[src/rtl/rxdma_pkg.sv]
package rxdma_pkg;

    localparam int STAT_W = 16;

    typedef enum logic {
        BUF_A = 1'b0,
        BUF_B = 1'b1
    } buf_sel_e;

    typedef struct packed {
        logic frm;
        logic par;
        logic ovr;
    } err_flags_t;

    // bit2: sampled more than once, bit1: a count is held, bit0: buffer B
    typedef struct packed {
        logic more;
        logic saved;
        logic is_b;
    } save_code_t;

    function automatic logic code_legal(input save_code_t c);
        return (c == 3'd0) || (c == 3'd2) || (c == 3'd3) ||
               (c == 3'd6) || (c == 3'd7);
    endfunction

    function automatic logic [STAT_W-1:0] pack_status(
        input save_code_t code,
        input err_flags_t fa,
        input err_flags_t fb,
        input logic       tx_a,
        input logic       tx_b,
        input logic       rx_a,
        input logic       rx_b
    );
        logic [STAT_W-1:0] w;
        w        = '0;
        w[12:10] = code;
        w[9]     = fb.frm;
        w[8]     = fa.frm;
        w[7]     = fb.par;
        w[6]     = fa.par;
        w[5]     = fb.ovr;
        w[4]     = fa.ovr;
        w[3]     = tx_b;
        w[2]     = tx_a;
        w[1]     = rx_b;
        w[0]     = rx_a;
        return w;
    endfunction

endpackage

[src/rtl/rxdma_buf_slot.sv]
module rxdma_buf_slot
    import rxdma_pkg::*;
#(
    parameter int CNT_W = 8
) (
    input  logic             clk,
    input  logic             rst,
    input  logic             clr,
    input  logic             load,
    input  logic [CNT_W-1:0] load_len,
    input  logic             take,
    input  logic             tag_frm,
    input  logic             tag_par,
    input  logic             tag_ovr,
    output logic             armed,
    output logic [CNT_W-1:0] count,
    output logic             done,
    output err_flags_t       flags
);

    logic [CNT_W-1:0] len_q;
    logic [CNT_W-1:0] cnt_inc;

    assign cnt_inc = count + 1'b1;
    assign done    = take && armed && !load && !clr && (cnt_inc == len_q);

    always_ff @(posedge clk) begin
        if (rst || clr) begin
            armed <= 1'b0;
            count <= '0;
            len_q <= '0;
            flags <= '0;
        end else if (load) begin
            armed <= (load_len != '0);
            len_q <= load_len;
            count <= '0;
            flags <= '0;
        end else if (take && armed) begin
            count     <= cnt_inc;
            flags.frm <= flags.frm | tag_frm;
            flags.par <= flags.par | tag_par;
            flags.ovr <= flags.ovr | tag_ovr;
            if (done) begin
                armed <= 1'b0;
            end
        end
    end

    assert_count_below_len_R3: assert property (@(posedge clk) disable iff (rst)
        armed |-> (count < len_q));

    assert_load_clears_R4: assert property (@(posedge clk) disable iff (rst)
        $past(load) |-> (count == '0) && (flags == '0));

    assert_frm_sticky_R4: assert property (@(posedge clk) disable iff (rst)
        (flags.frm && !load && !clr) |=> flags.frm);

    assert_par_sticky_R5: assert property (@(posedge clk) disable iff (rst)
        (flags.par && !load && !clr) |=> flags.par);

endmodule

[src/rtl/rxdma_rx_seq.sv]
module rxdma_rx_seq
    import rxdma_pkg::*;
(
    input  logic clk,
    input  logic rst,
    input  logic clr,
    input  logic armed_a,
    input  logic armed_b,
    input  logic done_a,
    input  logic done_b,
    input  logic byte_vld,
    input  logic fifo_full,
    output logic act_a,
    output logic act_b,
    output logic take_a,
    output logic take_b,
    output logic pend_ovr
);

    buf_sel_e nxt_q;
    logic     none_active;

    assign act_a       = armed_a && (nxt_q == BUF_A);
    assign act_b       = armed_b && (nxt_q == BUF_B);
    assign none_active = !act_a && !act_b;
    assign take_a      = byte_vld && act_a;
    assign take_b      = byte_vld && act_b;

    always_ff @(posedge clk) begin
        if (rst || clr) begin
            nxt_q <= BUF_A;
        end else if (done_a || done_b) begin
            nxt_q <= (nxt_q == BUF_A) ? BUF_B : BUF_A;
        end
    end

    always_ff @(posedge clk) begin
        if (rst || clr) begin
            pend_ovr <= 1'b0;
        end else if (byte_vld && none_active && fifo_full) begin
            pend_ovr <= 1'b1;
        end else if (take_a || take_b) begin
            pend_ovr <= 1'b0;
        end
    end

    assert_single_active_R2: assert property (@(posedge clk) disable iff (rst)
        $onehot0({act_a, act_b}));

    assert_handover_a_R3: assert property (@(posedge clk) disable iff (rst)
        (done_a && !clr) |=> !act_a);

    assert_handover_b_R3: assert property (@(posedge clk) disable iff (rst)
        (done_b && !clr) |=> !act_b);

    assert_pend_consumed_R6: assert property (@(posedge clk) disable iff (rst)
        (pend_ovr && (take_a || take_b)) |=> !pend_ovr);

endmodule

[src/rtl/rxdma_save_trk.sv]
module rxdma_save_trk
    import rxdma_pkg::*;
#(
    parameter int CNT_W = 8
) (
    input  logic             clk,
    input  logic             rst,
    input  logic             clr,
    input  logic             any_load,
    input  logic             evt,
    input  logic             evt_is_b,
    input  logic [CNT_W-1:0] evt_cnt,
    output save_code_t       code,
    output logic [CNT_W-1:0] saved_cnt
);

    logic evt_eff;

    assign evt_eff = evt && !any_load;

    always_ff @(posedge clk) begin
        if (rst || clr) begin
            code      <= '0;
            saved_cnt <= '0;
        end else begin
            if (any_load) begin
                code <= '0;
            end else if (evt_eff) begin
                code.more  <= code.saved;
                code.saved <= 1'b1;
                code.is_b  <= evt_is_b;
            end
            if (evt_eff) begin
                saved_cnt <= evt_cnt;
            end
        end
    end

    assert_code_legal_R9: assert property (@(posedge clk) disable iff (rst)
        code_legal(code));

    assert_code_clear_R9: assert property (@(posedge clk) disable iff (rst)
        $past(any_load || clr) |-> (code == '0));

    assert_repeat_sets_more_R8: assert property (@(posedge clk) disable iff (rst)
        (evt && !any_load && !clr && code.saved) |=> code.more);

    assert_first_save_R7: assert property (@(posedge clk) disable iff (rst)
        (evt && !any_load && !clr) |=> code.saved && (saved_cnt == $past(evt_cnt)));

endmodule

[src/rtl/rxdma_status_tracker.sv]
module rxdma_status_tracker
    import rxdma_pkg::*;
#(
    parameter int CNT_W = 8
) (
    input  logic              clk,
    input  logic              rst,
    input  logic              dma_reset,
    input  logic              mode_spi,
    input  logic              load_a,
    input  logic [CNT_W-1:0]  len_a,
    input  logic              load_b,
    input  logic [CNT_W-1:0]  len_b,
    input  logic              byte_vld,
    input  logic              tag_frm,
    input  logic              tag_par,
    input  logic              fifo_full,
    input  logic              nssel_release,
    input  logic              tx_act_a,
    input  logic              tx_act_b,
    output logic [STAT_W-1:0] status,
    output logic [CNT_W-1:0]  saved_count
);

    localparam int NBUF = 2;

    logic [NBUF-1:0]  load_v;
    logic [CNT_W-1:0] len_v   [NBUF];
    logic [NBUF-1:0]  take_v;
    logic [NBUF-1:0]  armed_v;
    logic [NBUF-1:0]  done_v;
    logic [CNT_W-1:0] cnt_v   [NBUF];
    err_flags_t       flg_v   [NBUF];

    logic       act_a, act_b;
    logic       take_a, take_b;
    logic       pend_ovr;
    logic       uart_mode;
    logic       save_evt;
    save_code_t code;

    assign uart_mode = !mode_spi;
    assign load_v    = {load_b, load_a};
    assign len_v[0]  = len_a;
    assign len_v[1]  = len_b;
    assign take_v    = {take_b, take_a};

    for (genvar i = 0; i < NBUF; i++) begin : g_slot
        rxdma_buf_slot #(.CNT_W(CNT_W)) u_slot (
            .clk      (clk),
            .rst      (rst),
            .clr      (dma_reset),
            .load     (load_v[i]),
            .load_len (len_v[i]),
            .take     (take_v[i]),
            .tag_frm  (tag_frm && uart_mode),
            .tag_par  (tag_par && uart_mode),
            .tag_ovr  (pend_ovr),
            .armed    (armed_v[i]),
            .count    (cnt_v[i]),
            .done     (done_v[i]),
            .flags    (flg_v[i])
        );
    end

    rxdma_rx_seq u_seq (
        .clk       (clk),
        .rst       (rst),
        .clr       (dma_reset),
        .armed_a   (armed_v[0]),
        .armed_b   (armed_v[1]),
        .done_a    (done_v[0]),
        .done_b    (done_v[1]),
        .byte_vld  (byte_vld),
        .fifo_full (fifo_full),
        .act_a     (act_a),
        .act_b     (act_b),
        .take_a    (take_a),
        .take_b    (take_b),
        .pend_ovr  (pend_ovr)
    );

    assign save_evt = nssel_release && mode_spi && (act_a || act_b);

    rxdma_save_trk #(.CNT_W(CNT_W)) u_save (
        .clk       (clk),
        .rst       (rst),
        .clr       (dma_reset),
        .any_load  (load_a || load_b),
        .evt       (save_evt),
        .evt_is_b  (act_b),
        .evt_cnt   (act_b ? cnt_v[1] : cnt_v[0]),
        .code      (code),
        .saved_cnt (saved_count)
    );

    assign status = pack_status(code, flg_v[0], flg_v[1], tx_act_a, tx_act_b, act_a, act_b);

    assert_frm_uart_only_R4: assert property (@(posedge clk) disable iff (rst)
        ($rose(flg_v[0].frm) || $rose(flg_v[1].frm)) |-> $past(uart_mode));

    assert_par_uart_only_R5: assert property (@(posedge clk) disable iff (rst)
        ($rose(flg_v[0].par) || $rose(flg_v[1].par)) |-> $past(uart_mode));

    assert_dma_reset_wins_R11: assert property (@(posedge clk) disable iff (rst)
        $past(dma_reset) |-> (status[12:4] == '0) && !act_a && !act_b);

endmodule

[config.mk]
export PLATFORM = sky130hd
export DESIGN_NAME = rxdma_status_tracker
export DESIGN_NICKNAME = d
export VERILOG_FILES = /design/src/rtl/rxdma_pkg.sv /design/src/rtl/rxdma_buf_slot.sv /design/src/rtl/rxdma_rx_seq.sv /design/src/rtl/rxdma_save_trk.sv /design/src/rtl/rxdma_status_tracker.sv
export SDC_FILE = /design/constraint.sdc
export NUM_CORES = 1
export LEC_CHECK = 0
export BUFFER_PORTS_ARGS = -buffer_cell sky130_fd_sc_hd__clkbuf_2
export CORE_MARGIN = 4
export CORE_UTILIZATION = 47
export CTS_BUF_LIST = sky130_fd_sc_hd__clkbuf_4
export DETAILED_ROUTE_END_ITERATION = 8
export HOLD_SLACK_MARGIN = 0.02
export PLACE_DENSITY = 0.69
export REMOVE_ABC_BUFFERS = 1
export SYNTH_ARGS = -nofsm -noshare
export SYNTH_HDL_FRONTEND = slang
export SYNTH_HIERARCHICAL = 1
export SYNTH_SLANG_ARGS = --single-unit
[constraint.sdc]
create_clock -name clk -period 5.4 [get_ports clk]
set_clock_uncertainty 0.15 [all_clocks]
set_input_delay 0 -clock clk [delete_from_list [all_inputs] [get_ports clk]]
set_output_delay 0 -clock clk [all_outputs]
set_load 0.05 [all_outputs]
Word level (Yosys, flattened, before mapping)
Cells that the tools add are included.
Operators by class
  multiply operators: 0
  div/mod/pow operators: 0
  bitwise operators: 7
  order comparisons: 0
  shift operators: 0
  equality and inequality tests: 2
  reductions and logical operators: 44
  multiplexer cells: 10
  add/subtract/negate cells: 2
Operators with widths (number)
  1-bit logical AND: 20
  8-bit by 1-bit adder with 8-bit output, second input constant: 2
  8-bit equality test: 2
  8-bit nonzero test: 2
  2-bit nonzero test: 5
  1-bit 2-to-1 mux: 9
  8-bit 2-to-1 mux: 1
  1-bit logical NOT: 7
  1-bit bitwise OR: 6
  2-bit OR reduction: 3
  1-bit logical OR: 5
  2-bit AND reduction: 2
  1-bit NOT: 1
Storage, ports and cells
  input bits: 29
  latch bits: 0
  RAM bits: 0
  memories kept: 0
  ROM bits: 0
  output and inout port bits: 24
  flip-flop bits (word level): 53
  logic and storage cells: 83

Longest topological paths before layout
Gate-level depths: netlist (run 1).
  word-level depth: 10
  depth in mapped cells: 9
  mapped depth without buffers: 8

Hierarchy
Netlist (run 1), hierarchy kept.
Modules (own cells, without submodules)
  rxdma_buf_slot: area each 1111.1 sq um, times used 2, cells each 126, seq. area each 400.4 sq um
  rxdma_save_trk: area each 407.9 sq um, times used 1, cells each 37, seq. area each 220.2 sq um
  rxdma_status_tracker: area each 216.5 sq um, times used 1, cells each 21, seq. area each 0.0 sq um
  rxdma_rx_seq: area each 131.4 sq um, times used 1, cells each 12, seq. area each 40.0 sq um

Least setup slack after synthesis (run 1)
No wires, ideal clock.
  path kind: flip-flop to flip-flop
  start: register g_slot[1].u_slot.count[1]
  end: register u_seq.nxt_q
  setup slack: 3.308 ns
  required time: 5.154 ns
  cell stages (with the launch flop): 10
  path buffers: 1
  data arrival time: 1.846 ns
  path through: dfxtp_1 -> ha_1 -> buf_4 -> nand4_1 -> or3_1 -> a21oi_2 -> a21oi_1 -> o211a_1 -> o21ai_0 -> nor4b_1
Between the ends
  longest elaborated chain between the ends: 4
RTL lines
  start: declaration: line rxdma_buf_slot.sv:16  | output logic [CNT_W-1:0] count,
  start signal: assignment: line rxdma_buf_slot.sv:39  | count <= cnt_inc;
  8-bit by 1-bit adder with 8-bit output: line rxdma_buf_slot.sv:24  | assign cnt_inc = count + 1'b1;
  8-bit equality test: line rxdma_buf_slot.sv:25  | assign done = take && armed && !load && !clr && (cnt_inc == len_q);
  1-bit logical AND: line rxdma_buf_slot.sv:25
  named net done_v[1]: line rxdma_status_tracker.sv:31  | logic [NBUF-1:0] done_v;
  1-bit logical OR: line rxdma_rx_seq.sv:32  | end else if (done_a || done_b) begin
  end signal: assignment: line rxdma_rx_seq.sv:33  | nxt_q <= (nxt_q == BUF_A) ? BUF_B : BUF_A;
  end: declaration: line rxdma_rx_seq.sv:20  | buf_sel_e nxt_q;
The timed path passes the listed nets, and every way through them passes these cells.
A chain may end at the register's enable or synchronous reset.

Worst setup path in the final report (run 1)
  start: register g_slot[1].u_slot.count[0]
  end: register u_seq.nxt_q
Same word-level chain as after synthesis.

==> results.ini, run 1 <==
[outcome]
status = complete, no violations

[clock_tree]
cts_setup_buffers = 0
cts_buffers = 5
cts_root_buffer = clkbuf_4
clk-insertion-delay-late_ns = 0.36
clockBufferDepth = 2
path_clk_slew_ns = 0.14
cts.sinks = 53
cts_resized = 0
cts_tree = done
cts-htree-levels = 2

[yosys]
yosys-top-cells-area = dfxtp_1 36%, mux2i_1 9.4%, nor2_1 6.2%, mux2_4 4.5%, xnor2_1 4.1%
ys_ff_latch = 53
synth_edf_count = 0
ys.flop_type = dfxtp_1
async_flop_share_pct = 0
ys_warn_count = 6
synth_cell_types = 46
seq_area_frac_synth_pct = 35.6
synth_top_area_cell = dfxtp_1
synth_cells = 322
synthesis.area_mm2 = 0.00298
synth_top_area_share_pct = 35.6
avgSynthCellArea_um2 = 9.25

[die]
ioPinCount = 53
die_area_mm2 = 0.00767
core-area_mm2 = 0.00603
start_util_pct = 49.4
dieWidth_um = 87.6
rows = 28
fp.dieH_um = 87.6

[power_and_ir_drop]
pwr-share-clk_pct = 27.1
power.internal_mw = 0.514
power.total_mw = 0.681
power_switching_mw = 0.166
seq_power_share_pct = 59.0
p_leak_nw = 1.50
switching_share_pct = 24.4
pwr-share-comb_pct = 13.9
power.density_mw_per_mm2 = 179
ir_drop_uv = 126

[drt]
via_per_inst = 5.44
firstDrtPassIters = 4
ant_nets = 0
drt-total-wl_um = 7520
drc = 0
vias = 2656
wire_per_inst_um = 15.4
drt_iter0_markers = 146

[sta]
worst_pin_slew_ns = 0.666
max_slew_margin_pct = 55.6
rsz0062_at_grt = no
hold_viol = 0
fmax_mhz = 317
tns_ns = 0
slew_violations = 0
setup_viol = 0
timing.final.crit_share_pct = 58.4
fin_crit_ns = 3.15

[worst_setup_path]
worst_setup_path_start_kind = flip-flop
cp_data_arrival_time_ns = 3.32
path_delay_family = simple AND/OR/NAND/NOR gates
path_depth = 9
setup.worst_path.class = flip-flop to flip-flop
cp_max_fo = 10
path_buf_inv = 1
worstPathRequired_ns = 5.57
ff2ff_path_depth = 9
slowest_stage = dlygate4sd3_1
critPathMaxStageDelay_ns = 0.60
critPathCaptureType = flip-flop
path_cells = ha_1 -> nand4_1 -> or3_1 -> a21oi_2 -> a21oi_1 -> o211a_1 -> o21ai_0 -> nor4b_1 -> dlygate4sd3_1

[global_route]
grt-ovfl-total = 0
antenna_found_initial = 0
grt_pass1_wl_um = 12400
grt_max_degree = 15
grt_use_total_pct = 20.4
grt_pass1_vias = 2573

[finish]
n_antenna_cell = 0
finish.utilization_pct = 63.1
drive_above_1_share_pct = 19.4
nFillCells = 533
nNetsFinal = 443
syn_to_final_growth_pct = 27.8

[placement]
gp_congestion = 0.887
portBuffers = 45
dp_hpwl_um = 5060

[run]
maxCapViolations = 0

[worst_hold_path]
hold_class = flip-flop to flip-flop
whs_path_depth = 2

cell families (layout without fill, tap and decap cells):
kind of cell | count (synthesis) | count (layout) | share of synthesized area [%]
DFF | 53 | 53 | 35.6
other | 1 | 3 | 0.126
xor gates and xnor gates | 26 | 26 | 7.65
muxes | 37 | 37 | 13.9
adders and majority gates | 2 | 2 | 0.840
buffers and inverters | 30 | 119 | 6.55
and+or+nand+nor | 125 | 125 | 23.1
AOI/OAI and AO/OA | 48 | 48 | 12.2
power by group through the flow:
stage,combinational [mW],clock [mW],sequential [mW]
floorplan,0.0343,0,0.408
global route,0.102,0.207,0.402
global placement,0.0564,0,0.410
detailed placement,0.0572,0,0.410
finish,0.0949,0.184,0.401
CTS,0.0926,0.192,0.401
tightest hold or removal path, cell delays in order, from the launching register on:
cell	delay [ns]
dfxtp_1	0.36
a21oi_1	0.04
nor2_1	0.07
state kept, by name, indices dropped and copies added, names as in the netlist:
| name | cells |
|---|---|
| g_slot.u_slot/armed | 2 |
| u_save/code | 3 |
| u_seq/nxt_q | 1 |
| g_slot.u_slot/count | 16 |
| u_seq/pend_ovr | 1 |
| g_slot.u_slot/flags | 6 |
| g_slot.u_slot/len_q | 16 |
| u_save/saved_cnt | 8 |
synth_stat cells, drive strengths merged (3+ instances only):
| library cell | count |
|---|---|
| or2 | 4 |
| nand4b | 4 |
| mux2 | 9 |
| dfxtp | 53 |
| a21oi | 17 |
| mux2i | 28 |
| xor2 | 12 |
| and4 | 4 |
| a22oi | 4 |
| nand4 | 4 |
| nor4 | 4 |
| nor2 | 49 |
| o21ai | 7 |
| inv | 4 |
| and3 | 7 |
| nor2b | 6 |
| or3 | 8 |
| o211a | 3 |
| nor3 | 6 |
| nand3 | 6 |
| xnor2 | 14 |
| and2 | 4 |
| buf | 24 |
| nand2 | 12 |
| a2111oi | 3 |
worst paths after layout:
check / from / to / slack (ns)
hold / removal: g_slot[1].u_slot/flags[2] / g_slot[1].u_slot/flags[2] / 0.35
setup reg to reg: g_slot[1].u_slot/count[0] / u_seq/nxt_q / 2.25
hold reg to reg: g_slot[1].u_slot/flags[2] / g_slot[1].u_slot/flags[2] / 0.35
setup / recovery: g_slot[1].u_slot/count[0] / u_seq/nxt_q / 2.25
cell type report:
class | count | area [um^2] | share of cell area [%]
Sequential cell | 53 | 1060 | 27.9
Inverter | 4 | 15.0 | 0.395
Multi-Input combinational cell | 241 | 1730 | 45.4
Timing Repair Buffer | 107 | 846 | 22.2
Tap cell | 75 | 93.8 | 2.47
Clock buffer | 8 | 60.1 | 1.58
per-layer routing:
metal / wire (um) / vias up / part of all wire, % / GRT usage, %
met3: 401 / 2 / 5.3 / 3.67
met2: 3450 / 78 / 46 / 33.8
met5: 0 / - / 0 / 0
li1: - / 1314 / - / -
met1: 3630 / 1262 / 48 / 27.4
met4: 39 / 0 / 0.52 / 5.16
metrics by stage:
stage / setup WS, ns / hold WS (ns) / instances / instance area, um^2
floorplan: 2.67 / -0.150 / 298 / 2810
global placement: 3.04 / -0.150 / 418 / 3120
detailed placement: 2.90 / -0.150 / 418 / 3120
CTS: 2.37 / 0.360 / 488 / 3800
global route: 1.97 / 0.389 / 488 / 3800
finish: 2.25 / 0.349 / 488 / 3800
layout by cell type (no fill, tap or decap), drive strengths merged, types with 6 or more instances in the layout:
master       instances
dlygate4sd3         62
dfxtp               53
clkbuf              53
nor2                49
mux2i               28
a21oi               17
xnor2               14
xor2                12
nand2               12
mux2                 9
or3                  8
o21ai                7
and3                 7
nand3                6
nor3                 6
nor2b                6
what timing repair did:
| action | in CTS | in global routing |
|---|---|---|
| endpoints found under the setup margin | 0 | 0 |
| hold buffers | 62 | 0 |
| hold endpoints to repair | 29 | 0 |
Power figures use the tool's default switching activity.
==> run 2, diff against run 1 <==
clock period = 3.2 ns   (was 5.4 ns; I/O delays follow)
==> run 2 against run 1 <==
Against the previous run: global-route usage rose by 0.066 points; via count fell by 0.38%; die area did not move; core utilization fell by 0.39 points; non-clock buffer count fell by 1; critical path type unchanged.
==> results.ini, run 2 (synthesized netlist as in run 1, its figures left out) <==
[sta]
slew_violations = 0  ; unchanged
max_slew_margin_pct = 66.3  ; +11 points
timing.final.crit_share_pct = 92.8  ; +34 points
worst_pin_slew_ns = 0.503  ; -0.162 ns
tns_ns = 0  ; unchanged
fin_crit_ns = 2.97  ; -0.182 ns
setup_viol = 0  ; unchanged
hold_viol = 0  ; unchanged
rsz0062_at_grt = no
fmax_mhz = 337  ; +6.1%
holdWs_ns = 0.0429  ; -0.306 ns

[die]
ioPinCount = 53  ; unchanged
dieWidth_um = 87.6  ; unchanged
die_area_mm2 = 0.00767  ; unchanged
start_util_pct = 49.4  ; unchanged
rows = 28  ; unchanged
fp.dieH_um = 87.6  ; unchanged
core-area_mm2 = 0.00603  ; unchanged

[drt]
firstDrtPassIters = 4  ; unchanged
drt-total-wl_um = 7520  ; about the same
drc = 0  ; unchanged
drt_iter0_markers = 100  ; -32%
wire_per_inst_um = 15.5  ; +0.48%
ant_nets = 0  ; unchanged
vias = 2646  ; -0.38%
via_per_inst = 5.44  ; about the same

[global_route]
grt_pass1_wl_um = 12400  ; +0.39%
grt_use_total_pct = 20.4  ; +0.066 points
grt-ovfl-total = 0  ; unchanged
antenna_found_initial = 0  ; unchanged
grt_max_degree = 15  ; unchanged
grt_pass1_vias = 2586  ; +0.51%

[clock_tree]
cts_tree = done
cts-htree-levels = 2  ; unchanged
clk-insertion-delay-late_ns = 0.37  ; about the same
cts_buffers = 5  ; unchanged
cts_root_buffer = clkbuf_4
cts_setup_buffers = 0  ; unchanged
clockBufferDepth = 2  ; unchanged
path_clk_slew_ns = 0.15  ; about the same
cts.sinks = 53  ; unchanged

[finish]
final_common_cell = dlygate4sd3_1
syn_to_final_growth_pct = 27.0
fin_area_mm2 = 0.00378  ; -0.62%
reg_top3 = g_slot.u_slot/count x16, g_slot.u_slot/len_q x16, u_save/saved_cnt x8
drive_above_1_share_pct = 20.4  ; +1.1 points
final_cell_mix = 58 x dlygate4sd3_1, 51 x dfxtp_1, 49 x nor2_1, 45 x clkbuf_2, 28 x mux2i_1
n_antenna_cell = 0  ; unchanged
nNetsFinal = 442  ; -0.23%

[outcome]
status = complete, no violations

[worst_setup_path]
ff2ff_path_depth = 9  ; unchanged
cp_max_fo = 9  ; -1
worst_setup_path_start_kind = flip-flop
worstPathRequired_ns = 3.37  ; -2.20 ns
slowest_stage = dlygate4sd3_1
critPathCaptureType = flip-flop
r2r-start = g_slot[0].u_slot/count[1]
r2r_slack_ns = 0.23  ; -2.02 ns
cp_data_arrival_time_ns = 3.14  ; -0.18 ns
path_cells = ha_1 -> nand4_1 -> or3_1 -> a21oi_2 -> a21oi_1 -> o211a_1 -> o21ai_0 -> nor4b_1 -> dlygate4sd3_1
critPathMaxStageDelay_ns = 0.59  ; about the same
setup.worst_path.class = flip-flop to flip-flop
r2r-end = u_seq/nxt_q

[placement]
gp_congestion = 0.913  ; +2.9%
placed_area_mm2 = 0.00315  ; +0.72%
dp_hpwl_um = 5100  ; +0.75%
portBuffers = 45  ; unchanged

[power_and_ir_drop]
ir_drop_uv = 179  ; +42%
power.density_mw_per_mm2 = 298  ; +67%
p_leak_nw = 1.49  ; -1.2%

[worst_hold_path]
hp-start = dma_reset
whs_path_depth = 4  ; +2
hold_class = primary input to flip-flop
hold-path-endpoint = g_slot[0].u_slot/armed

[run]
maxCapViolations = 0  ; unchanged

[run 2: cell types whose count changed in the layout (fill, tap and decap cells not counted), sizes merged]
cell	previous run	this run
clkinv	0	1
dlygate4sd3	62	58
buf	0	3
clkbuf	53	51
[run 2: stage by stage]
stage,setup slack (ns),power (mW),utilization [%],cells
6_report,0.230,1.13,62.7,486
5_1_grt,0.0183,1.17,62.7,486
4_1_cts,0.196,1.13,62.7,486
3_5_place_dp,0.753,0.789,52.2,421
3_3_place_gp,0.875,0.787,52.2,421
2_1_floorplan,0.469,0.746,-,298
[run 2: layout make-up]
type / instances / area [um^2]
multi-input combinational: 241 / 1730
clock buffer: 6 / 45.0
sequential: 53 / 1060
timing repair buffer: 106 / 828
fill: 522 / 2240
clock inverter: 1 / 3.75
inverter: 4 / 15.0
tap: 75 / 93.8
[run 2: what timing repair did]
item / 4_1_cts / 5_1_grt
endpoints found under the hold margin: 29 / 0
gates resized for setup: 0 / 3
hold buffers: 58 / 0
setup endpoints to repair: 0 / 1
[run 2: power breakdown]
part | switching (mW) | leakage (nW) | internal (mW)
clock | 0.202 | 0.0292 | 0.0890
combinational | 0.0740 | 1.03 | 0.0837
sequential | 0.00924 | 0.430 | 0.668
total | 0.286 | 1.49 | 0.841
[run 2: worst max path at each step]
stage	startpoint	endpoint
global placement	g_slot[0].u_slot/count[0]	u_seq/nxt_q
detailed placement	g_slot[1].u_slot/count[0]	u_seq/nxt_q
floorplan	g_slot[0].u_slot/armed	u_seq/nxt_q
global route	g_slot[0].u_slot/count[1]	u_seq/nxt_q
finish	g_slot[0].u_slot/count[1]	u_seq/nxt_q
CTS	g_slot[1].u_slot/count[0]	u_seq/nxt_q
[run 2: worst max-delay path, delay by kind of cell, from the launching register on]
family,cells,cell delay [ns]
simple gates,3,0.80
compound gates,4,0.50
fa+ha+maj,1,0.38
flops,1,0.50
buf+inv,1,0.59
[run 2: per-layer routing]
metal | up-vias | global-route usage [%] | wire length [um]
met5 | - | 0 | 0
li1 | 1308 | - | -
met3 | 7 | 4.14 | 470
met4 | 0 | 5.72 | 84
met2 | 81 | 33.4 | 3410
met1 | 1250 | 27.4 | 3560
==> run 3, diff against run 2 <==
CAP_MARGIN = 0   (was not set)
CORE_ASPECT_RATIO = 0.7   (was not set)
CORE_UTILIZATION = 52   (was 47)
PLACE_DENSITY = 0.75   (was 0.69)
==> run 3 against run 2 <==
Against the previous run: register-to-register slack worse by 0.02 ns; global-route usage is 1.7 points higher; first-iteration DRC count rose by 70%; final cell count is 3.9% lower; combinational power fell by 6%; fmax is 0.72% lower; setup slack got worse by 0.022 ns; cell area decreased by 4.1%; critical path depth unchanged; core utilization increased by 4.4 points; flip-flop and latch count is the same; worst hold slack better by 0.073 ns; critical path type unchanged; largest cell class unchanged.
==> results.ini, run 3 (synthesized netlist as in run 1, its figures left out) <==
[worst_setup_path]
r2r-start = g_slot[1].u_slot/count[1]
cp_data_arrival_time_ns = 3.15  ; about the same
r2r_slack_ns = 0.21  ; -0.02 ns
setup.worst_path.class = flip-flop to flip-flop
critPathMaxStageDelay_ns = 0.58  ; about the same
slowest_stage = dlygate4sd3_1
worst_setup_path_start_kind = flip-flop
ff2ff_path_depth = 9  ; unchanged
path_buf_inv = 1  ; unchanged
r2r-end = u_seq/nxt_q
worstPathRequired_ns = 3.36  ; about the same
critPathCaptureType = flip-flop
cp_max_fo = 9  ; unchanged
path_delay_family = simple AND/OR/NAND/NOR gates
path_cells = ha_1 -> nand4_1 -> or3_1 -> a21oi_2 -> a21oi_1 -> o211a_1 -> o21ai_0 -> nor4b_1 -> dlygate4sd3_1

[global_route]
grt_pass1_vias = 2535  ; -2.0%
grt_pass1_wl_um = 12700  ; +2.7%
grt-ovfl-total = 0  ; unchanged
grt_use_total_pct = 22.1  ; +1.7 points
antenna_found_initial = 0  ; unchanged
grt_max_degree = 15  ; unchanged

[finish]
finish.utilization_pct = 67.2  ; +4.4 points
final_common_cell = dfxtp_1
final_cell_mix = 51 x dfxtp_1, 49 x nor2_1, 45 x clkbuf_2, 43 x dlygate4sd3_1, 28 x mux2i_1
nFillCells = 467  ; -11%
n_antenna_cell = 0  ; unchanged
final_cells = 467  ; -3.9%
multi_input_area_mm2 = 0.00173  ; about the same
reg_top3 = g_slot.u_slot/count x16, g_slot.u_slot/len_q x16, u_save/saved_cnt x8
nNetsFinal = 425  ; -3.8%
drive_above_1_share_pct = 21.5  ; +1.1 points
seq_area_mm2 = 0.00106  ; unchanged
syn_to_final_growth_pct = 21.7

[worst_hold_path]
hold_class = primary input to flip-flop
hp-start = dma_reset
whs_path_depth = 3  ; -1
hold-path-endpoint = g_slot[0].u_slot/len_q[2]

[sta]
max_slew_margin_pct = 66.3  ; unchanged
fin_crit_ns = 2.99  ; +0.0216 ns
setup_viol = 0  ; unchanged
hold_viol = 0  ; unchanged
fmax_mhz = 334  ; -0.72%
worst_pin_slew_ns = 0.503  ; unchanged
rsz0062_at_grt = no
timing.final.crit_share_pct = 93.5  ; +0.68 points
tns_ns = 0  ; unchanged
holdWs_ns = 0.116  ; +0.0730 ns
slew_violations = 0  ; unchanged

[drt]
drt-total-wl_um = 7720  ; +2.6%
ant_nets = 0  ; unchanged
drc = 0  ; unchanged
via_per_inst = 5.58  ; +2.4%
firstDrtPassIters = 4  ; unchanged
drt_iter0_markers = 170  ; +70%
wire_per_inst_um = 16.5  ; +6.8%
vias = 2604  ; -1.6%

[clock_tree]
cts_buffers = 5  ; unchanged
clockBufferDepth = 2  ; unchanged
cts-htree-levels = 2  ; unchanged
path_clk_slew_ns = 0.15  ; about the same
cts.sinks = 53  ; unchanged
cts_tree = done
clk-insertion-delay-late_ns = 0.36  ; about the same
cts_root_buffer = clkbuf_4

[die]
dieWidth_um = 98.5  ; +12%
ioPinCount = 53  ; unchanged
start_util_pct = 55.2  ; +5.8 points
fp.dieH_um = 71.3  ; -19%
die_area_mm2 = 0.00702  ; -8.5%
core-area_mm2 = 0.00540  ; -10%
rows = 22  ; -21%

[placement]
portBuffers = 45  ; unchanged
dp_cells = 416  ; -1.2%
gp_congestion = 0.922  ; +0.92%
dp_hpwl_um = 5300  ; +4.0%

[power_and_ir_drop]
p_leak_nw = 1.39  ; -6.4%
power.density_mw_per_mm2 = 314  ; +5.5%
ir_drop_uv = 203  ; +13%

[run]
maxCapViolations = 0  ; unchanged

[outcome]
status = complete, no violations

run 3: through the flow:
stage	power [mW]	cell area, um^2	setup WS [ns]
final	1.14	3620	0.209
after global routing	1.20	3620	0.0474
after CTS	1.14	3620	0.150
after detailed placement	0.788	3130	0.741
after global placement	0.787	3130	0.838
after floorplan	0.746	2810	0.469
run 3: worst register-to-register path, stage by stage, from the launching register on:
cell and delay, ns:
dfxtp_1 0.51, ha_1 0.39, nand4_1 0.20, or3_1 0.38, a21oi_2 0.18, a21oi_1 0.06
o211a_1 0.14, o21ai_0 0.14, nor4b_1 0.22, dlygate4sd3_1 0.58
run 3: per-layer routing:
metal	vias up	global-route usage, %	part of all wire, %
met5	-	0	0
met1	1251	32.5	50
met4	0	3.33	0.62
li1	1275	-	-
met3	4	3.60	5.6
met2	74	35.1	44
run 3: area by class of cell:
class | instances | area share, %
Multi-Input combinational cell | 241 | 47.8
Sequential cell | 53 | 29.3
Timing Repair Buffer | 89 | 18.3
Tap cell | 72 | 2.49
Clock buffer | 8 | 1.66
Inverter | 4 | 0.414
run 3: worst max-delay path by stage:
stage                               from     endpoint  slack, ns  cells past startpoint
3_3_place_gp   g_slot[1].u_slot/count[0]  u_seq/nxt_q       0.84                      8
5_1_grt        g_slot[1].u_slot/count[1]  u_seq/nxt_q       0.05                      9
4_1_cts        g_slot[0].u_slot/count[0]  u_seq/nxt_q       0.15                      9
2_1_floorplan     g_slot[0].u_slot/armed  u_seq/nxt_q       0.47                      8
6_report       g_slot[1].u_slot/count[1]  u_seq/nxt_q       0.21                      9
3_5_place_dp   g_slot[0].u_slot/count[0]  u_seq/nxt_q       0.74                      8
run 3: report_power, final:
group	internal [mW]	leakage, nW	switching [mW]
Clock	0.114	0.0368	0.200
Combinational	0.0750	0.925	0.0738
Sequential	0.668	0.430	0.00824
run 3: repair_timing:
item,4_1_cts,5_1_grt
setup endpoints to repair,0,1
resized for setup,0,4
buffers inserted,0,0
endpoints found under the hold margin,27,0
hold buffers,43,0
